`src/rtl/ptw_pkg.sv`:
```
package ptw_pkg;
  typedef enum logic [1:0] {
    WK_IDLE  = 2'd0,
    WK_ISSUE = 2'd1,
    WK_WAIT  = 2'd2,
    WK_RESP  = 2'd3
  } walk_state_e;

  localparam int unsigned PTE_PRESENT_BIT = 0;
  localparam int unsigned PTE_WRITE_BIT   = 1;
  localparam int unsigned PTE_USER_BIT    = 2;
endpackage

```
`src/rtl/ptw_idx_addr.sv`:
```
module ptw_idx_addr #(
  parameter int unsigned LEVELS  = 4,
  parameter int unsigned IDX_W   = 9,
  parameter int unsigned OFF_W   = 12,
  parameter int unsigned PA_W    = 52,
  parameter int unsigned ENTRY_W = 64,
  localparam int unsigned VA_W   = OFF_W + LEVELS * IDX_W,
  localparam int unsigned LVL_W  = (LEVELS > 1) ? $clog2(LEVELS) : 1,
  localparam int unsigned ENT_SH = $clog2(ENTRY_W / 8)
) (
  input  logic [VA_W-1:0]  vaddr,
  input  logic [LVL_W-1:0] lvl,
  input  logic [PA_W-1:0]  dir_base,
  output logic [PA_W-1:0]  entry_addr
);
  logic [IDX_W-1:0] idx_arr [LEVELS];
  logic [IDX_W-1:0] idx_sel;

  // One index slice per level; level 0 sits just above the page offset.
  for (genvar g = 0; g < LEVELS; g++) begin : g_slice
    assign idx_arr[g] = vaddr[OFF_W + g*IDX_W +: IDX_W];
  end

  assign idx_sel    = idx_arr[lvl];
  assign entry_addr = dir_base + PA_W'({idx_sel, {ENT_SH{1'b0}}});
endmodule

```
`src/rtl/ptw_pte_decode.sv`:
```
module ptw_pte_decode #(
  parameter int unsigned ENTRY_W = 64,
  parameter int unsigned PA_W    = 52,
  parameter int unsigned OFF_W   = 12,
  localparam int unsigned PFN_W  = PA_W - OFF_W
) (
  input  logic [ENTRY_W-1:0] entry,
  output logic               present,
  output logic               wr_ok,
  output logic               usr_ok,
  output logic [PFN_W-1:0]   pfn
);
  import ptw_pkg::*;

  logic unused_fields;

  assign present = entry[PTE_PRESENT_BIT];
  assign wr_ok   = entry[PTE_WRITE_BIT];
  assign usr_ok  = entry[PTE_USER_BIT];
  assign pfn     = entry[PA_W-1:OFF_W];

  // Reserved and software bits take no part in the walk.
  assign unused_fields = ^{entry[ENTRY_W-1:PA_W], entry[OFF_W-1:PTE_USER_BIT+1]};
endmodule

```
`src/rtl/ptw_walker.sv`:
```
module ptw_walker #(
  parameter int unsigned LEVELS  = 4,
  parameter int unsigned IDX_W   = 9,
  parameter int unsigned OFF_W   = 12,
  parameter int unsigned PA_W    = 52,
  parameter int unsigned ENTRY_W = 64,
  localparam int unsigned VA_W   = OFF_W + LEVELS * IDX_W,
  localparam int unsigned LVL_W  = (LEVELS > 1) ? $clog2(LEVELS) : 1,
  localparam int unsigned PFN_W  = PA_W - OFF_W
) (
  input  logic               clk,
  input  logic               rst_n,
  input  logic [PA_W-1:0]    root_base_i,
  input  logic               req_valid_i,
  output logic               req_ready_o,
  input  logic [VA_W-1:0]    req_vaddr_i,
  output logic               busy_o,
  output logic               rsp_valid_o,
  input  logic               rsp_ready_i,
  output logic [PA_W-1:0]    rsp_paddr_o,
  output logic [1:0]         rsp_perm_o,
  output logic               rsp_fault_o,
  output logic [LVL_W-1:0]   rsp_level_o,
  output logic               mem_req_valid_o,
  input  logic               mem_req_ready_i,
  output logic [PA_W-1:0]    mem_req_addr_o,
  input  logic               mem_rsp_valid_i,
  output logic               mem_rsp_ready_o,
  input  logic [ENTRY_W-1:0] mem_rsp_data_i
);
  import ptw_pkg::*;

  walk_state_e      state_q;
  logic [VA_W-1:0]  vaddr_q;
  logic [PA_W-1:0]  base_q;
  logic [LVL_W-1:0] lvl_q;
  logic [PA_W-1:0]  paddr_q;
  logic [1:0]       perm_q;
  logic             fault_q;
  logic [LVL_W-1:0] flvl_q;

  logic             pte_present;
  logic             pte_wr;
  logic             pte_usr;
  logic [PFN_W-1:0] pte_pfn;

  ptw_idx_addr #(
    .LEVELS(LEVELS), .IDX_W(IDX_W), .OFF_W(OFF_W), .PA_W(PA_W), .ENTRY_W(ENTRY_W)
  ) u_idx (
    .vaddr      (vaddr_q),
    .lvl        (lvl_q),
    .dir_base   (base_q),
    .entry_addr (mem_req_addr_o)
  );

  ptw_pte_decode #(
    .ENTRY_W(ENTRY_W), .PA_W(PA_W), .OFF_W(OFF_W)
  ) u_dec (
    .entry   (mem_rsp_data_i),
    .present (pte_present),
    .wr_ok   (pte_wr),
    .usr_ok  (pte_usr),
    .pfn     (pte_pfn)
  );

  always_ff @(posedge clk) begin
    if (!rst_n) begin
      state_q <= WK_IDLE;
      vaddr_q <= '0;
      base_q  <= '0;
      lvl_q   <= '0;
      paddr_q <= '0;
      perm_q  <= '0;
      fault_q <= 1'b0;
      flvl_q  <= '0;
    end else begin
      unique case (state_q)
        WK_IDLE: begin
          if (req_valid_i) begin
            vaddr_q <= req_vaddr_i;
            base_q  <= root_base_i;
            lvl_q   <= LVL_W'(LEVELS - 1);
            state_q <= WK_ISSUE;
          end
        end
        WK_ISSUE: begin
          if (mem_req_ready_i) state_q <= WK_WAIT;
        end
        WK_WAIT: begin
          if (mem_rsp_valid_i) begin
            if (!pte_present) begin
              fault_q <= 1'b1;
              flvl_q  <= lvl_q;
              paddr_q <= '0;
              perm_q  <= '0;
              state_q <= WK_RESP;
            end else if (lvl_q == '0) begin
              fault_q <= 1'b0;
              flvl_q  <= '0;
              paddr_q <= {pte_pfn, vaddr_q[OFF_W-1:0]};
              perm_q  <= {pte_usr, pte_wr};
              state_q <= WK_RESP;
            end else begin
              base_q  <= {pte_pfn, {OFF_W{1'b0}}};
              lvl_q   <= lvl_q - LVL_W'(1);
              state_q <= WK_ISSUE;
            end
          end
        end
        WK_RESP: begin
          if (rsp_ready_i) state_q <= WK_IDLE;
        end
        default: state_q <= WK_IDLE;
      endcase
    end
  end

  assign req_ready_o     = (state_q == WK_IDLE);
  assign busy_o          = (state_q != WK_IDLE);
  assign mem_req_valid_o = (state_q == WK_ISSUE);
  assign mem_rsp_ready_o = (state_q == WK_WAIT);
  assign rsp_valid_o     = (state_q == WK_RESP);
  assign rsp_paddr_o     = paddr_q;
  assign rsp_perm_o      = perm_q;
  assign rsp_fault_o     = fault_q;
  assign rsp_level_o     = flvl_q;
endmodule

```
`config.mk`:
```
export PLATFORM = sky130hd
export DESIGN_NAME = ptw_walker
export DESIGN_NICKNAME = d
export VERILOG_FILES = /design/src/rtl/ptw_pkg.sv /design/src/rtl/ptw_idx_addr.sv /design/src/rtl/ptw_pte_decode.sv /design/src/rtl/ptw_walker.sv
export SDC_FILE = /design/constraint.sdc
export NUM_CORES = 1
export LEC_CHECK = 0
export BUFFER_PORTS_ARGS = -buffer_cell sky130_fd_sc_hd__buf_2
export CORE_AREA = 4 4 198 123
export CTS_CLUSTER_DIAMETER = 50
export DETAILED_ROUTE_END_ITERATION = 10
export DIE_AREA = 0 0 202 127
export PLACE_DENSITY = 0.67
export SYNTH_ARGS = -nofsm -noshare
export SYNTH_HDL_FRONTEND = slang
export SYNTH_HIERARCHICAL = 1
export SYNTH_SLANG_ARGS = --single-unit
export TNS_END_PERCENT = 10
```
`constraint.sdc`:
```
create_clock -name clk -period 4.2 [get_ports clk]
set_input_delay 1.05 -clock clk [delete_from_list [all_inputs] [get_ports clk]]
set_output_delay 1.05 -clock clk [all_outputs]
set_load 0.05 [all_outputs]
```
==> impl_summary.log <==
INFO  metric number_of_endpoints_failing_setup_at_the_final_stage = 41
INFO  metric grt_antenna_before_repair = 2
INFO  metric grt_pass1_wl = 49,200 microns
INFO  metric rsz_0062_raised_after_global_routing = true
INFO  metric synth_top_flop_cell = sky130_fd_sc_hd__dfxtp_1
INFO  metric synth_nets = 1,245
INFO  metric fin_nets = 1,423
INFO  metric floorplan.core_area = 22,650 sq um
INFO  metric register_area = 3228 sq um
INFO  metric drt-vias-per-instance = 5.685
INFO  metric summed_instance_area_of_the_synthesized_netlist = 8927 sq um
INFO  metric crit_buf_inv = 3
INFO  metric ys_types = 59
INFO  metric report.final.slew_viol_count = 0
INFO  metric post_synth.cell_area_avg = 8.390 sq um
INFO  metric timing_hold_violations_final = 0
INFO  metric cp_cell_sequence = buf_12 > mux4_2 > ha_4 > o211ai_1 > or3b_4 > a2111oi_4 > buf_4 > nand4_1 > xnor2_4 > buf_6
INFO  metric clock_net_sink_count = 161
INFO  metric cap_viol_max_count = 0
INFO  metric fp.dieArea = 25,650 sq um
INFO  metric path_class = register to primary output
INFO  metric timing.critical_path.slowest_stage_cell = sky130_fd_sc_hd__mux4_2
INFO  metric clock-root-buffer = sky130_fd_sc_hd__clkbuf_16
INFO  metric finalWirelength = 32,550 microns
INFO  metric clockBufferDepth = 2
INFO  metric io_pins = 284
INFO  metric place_congestion = 0.9961
INFO  metric layout.core_utilization = 0.5125
INFO  metric clk_transition_reported_paths = 0.07 ns
INFO  metric worst-slew-pin-transition = 1.075 ns
INFO  metric layout_min_cycle_time = 4.596 ns
INFO  metric numCtsBuffers = 17
INFO  metric power-per-cell-area = 384.6 nW/um^2
INFO  metric route.detailed.drc = 0
INFO  metric detailedRoute.firstIterationViolations = 783
INFO  metric clk_latency = 0.43 ns
INFO  metric critical_path_peak_fanout = 7
INFO  metric placed_cell_area = 10,500 sq um
INFO  metric worst_r2r_path_depth = 7
INFO  metric startpoint_type = register
INFO  metric timing.clock.skew = 0.01024 ns
INFO  metric failed_checks = negative setup slack
INFO  metric max_freq = 217.6 MHz
INFO  metric yosys_register_bits = 161
INFO  metric cpPeakStageDelay = 0.59 ns
INFO  metric synth_edf_count = 0
INFO  metric setup_tns = -6.840 ns
INFO  metric die_height = 127 microns
INFO  metric place.detailed.instances = 1,530
INFO  metric drt_first_pass_iters = 5
INFO  metric post_layout_power = 4.465 mW
INFO  metric setup_ws = -0.3959 ns
INFO  metric max_vdd_drop = 0.0002205 V
INFO  metric globalRouteOverflowTotal = 0
INFO  metric synthCells = 1,064
INFO  metric status = complete, but fails checks
INFO  metric hold_class = register to register
INFO  metric slew_headroom = 0.2836
INFO  metric cell_count_along_the_critical_path = 10
INFO  metric register_area_share_after_synthesis = 0.3610
INFO  metric die_x = 202 microns
INFO  metric vias_in_the_first_global_route = 8,352
INFO  metric gr-usage-all-layers = 0.2409
INFO  metric initial_utilization = 0.3941
INFO  metric drive_above_1_share = 0.3450
INFO  metric detailed_place_hpwl = 22,960 microns
INFO  metric buffer_ports.inserted = 262
INFO  metric clock_tree_from_tritoncts = built
INFO  metric syn2layout_area_growth = 30.03%
INFO  metric cts_htree_levels = 4
INFO  metric footprint_of_the_multi_input_gates = 5400 sq um
INFO  metric static-leakage-power = 4.525 nW
INFO  metric post-route-period-util = 1.094
INFO  metric postLayoutCellArea = 11,610 sq um
INFO  metric total_of_warnings_raised_by_yosys = 6
INFO  metric grt_max_degree = 115
INFO  metric timing.critical_path.required = 3.15 ns
INFO  metric cell_row_count = 43
INFO  metric endpoint_kind = primary output
INFO  metric route.vias.total = 8,931
INFO  metric ys_async_sr_fraction = 0
INFO  metric post_layout_cell_count = 1,571
INFO  metric cts.hold.buffers_added = 0
INFO  metric routed_len_inst = 20.72 microns
INFO  metric postRouteAntennaNets = 0
INFO  metric fillers = 2,168
INFO  metric cpLargestDelayFamily = simple AND/OR/NAND/NOR gates
INFO  metric crit_arrival = 3.55 ns
INFO  metric hold_path_depth = 2
through the flow:
stage               setup slack, ns  hold slack (ns)
floorplan                 -0.008518           0.4331
global placement            -0.1382           0.4414
detailed placement          -0.1271           0.4452
CTS                         -0.3569           0.4546
global route                -0.4804           0.4706
finish                      -0.3959           0.4555
cell families after synthesis:
kind of cell	count (synthesis)	share of synthesized area
and+or+nand+nor	321	0.1801
AOI/OAI and AO/OA	314	0.2373
buffers and inverters	162	0.09250
DFF	161	0.3610
muxes	50	0.06867
xor gates and xnor gates	45	0.04415
adders and majority gates	11	0.01626
sequential cells by signal, summed over array words and instances (netlist names):
| name | flops |
|---|---|
| base_q | 52 |
| lvl_q | 2 |
| rsp_fault_o | 1 |
| rsp_level_o | 2 |
| rsp_paddr_o | 52 |
| rsp_perm_o | 2 |
| state_q | 2 |
| vaddr_q | 48 |
cell type report:
type | count | area share
diodes | 1 | 0.0002156
clock buffers | 17 | 0.03665
clock inverters | 15 | 0.01261
inverters | 8 | 0.002802
multi-input cells | 741 | 0.4652
flip-flops and latches | 161 | 0.2781
well taps | 315 | 0.03395
repair buffers | 313 | 0.1705
cell usage after synthesis, drive strengths merged (6+ instances only):
cell type,count,area (sq um)
mux4,9,202.7
buf,83,529.3
a311oi,40,350.3
nor2,14,52.55
dfxtp,161,3223
o211ai,19,142.6
inv,6,22.52
mux2i,41,410.4
or4,57,427.9
xor2,13,113.9
clkbuf,71,266.5
nand3,15,75.07
ha,10,125.1
a21oi,128,640.6
nand4,12,75.07
and3,10,70.06
o31ai,56,420.4
nand2,184,690.7
a211oi,43,322.8
xnor2,32,280.3
final timing paths:
kind / start / end / slack [ns]
setup / recovery: lvl_q[0] / mem_req_addr_o[47] / -0.40
hold / removal: vaddr_q[47] / vaddr_q[47] / 0.46
setup reg to reg: lvl_q[0] / base_q[17] / 1.49
hold reg to reg: vaddr_q[47] / vaddr_q[47] / 0.46
timing repair:
item	4_1_cts	5_1_grt
buffers inserted	5	2
pin swaps	11	18
endpoints found under the hold margin	0	0
gates resized for setup	84	29
gates cloned	1	0
endpoints found under the setup margin	43	43
layout by cell type (no fill, tap or decap), types with 5 or more instances in the layout:
cell type,n
sky130_fd_sc_hd__a211oi_1,41
sky130_fd_sc_hd__a21oi_1,121
sky130_fd_sc_hd__a21oi_2,6
sky130_fd_sc_hd__a311oi_1,40
sky130_fd_sc_hd__and3_1,7
sky130_fd_sc_hd__buf_12,5
sky130_fd_sc_hd__buf_2,220
sky130_fd_sc_hd__buf_4,61
sky130_fd_sc_hd__buf_6,26
sky130_fd_sc_hd__clkbuf_16,17
sky130_fd_sc_hd__dfxtp_1,159
sky130_fd_sc_hd__ha_4,9
sky130_fd_sc_hd__inv_1,5
sky130_fd_sc_hd__inv_6,7
sky130_fd_sc_hd__mux2i_1,41
sky130_fd_sc_hd__mux4_2,9
sky130_fd_sc_hd__nand2_1,181
sky130_fd_sc_hd__nand3_1,12
sky130_fd_sc_hd__nand4_1,12
sky130_fd_sc_hd__nor2_1,14
sky130_fd_sc_hd__o211ai_1,19
sky130_fd_sc_hd__o31ai_1,56
sky130_fd_sc_hd__or4_1,57
sky130_fd_sc_hd__xnor2_1,14
sky130_fd_sc_hd__xnor2_2,12
sky130_fd_sc_hd__xnor2_4,6
sky130_fd_sc_hd__xor2_1,8
sky130_fd_sc_hd__xor2_2,5
routing by layer:
layer  wire length (microns)  up-vias  track usage  share of wire
met5                      13        -            0        0.00040
met2                   13710      356       0.3321           0.42
met4                     401        2      0.05863          0.012
li1                        -     4253            -              -
met3                    2687       37      0.05124          0.083
met1                   15740     4283       0.3784           0.48
power by group:
group	total (mW)	internal (mW)	switching (mW)
registers	1.75	1.62	0.127
logic	1.17	0.417	0.750
clock network	1.55	0.837	0.711
worst min-delay path, delay by kind of cell, from the launching register on:
| kind | cells | cell delay [ns] |
|---|---|---|
| AOI/OAI and AO/OA | 1 | 0.05 |
| DFF | 1 | 0.31 |
| and+or+nand+nor | 1 | 0.05 |
(Power assumes the default switching activity.)
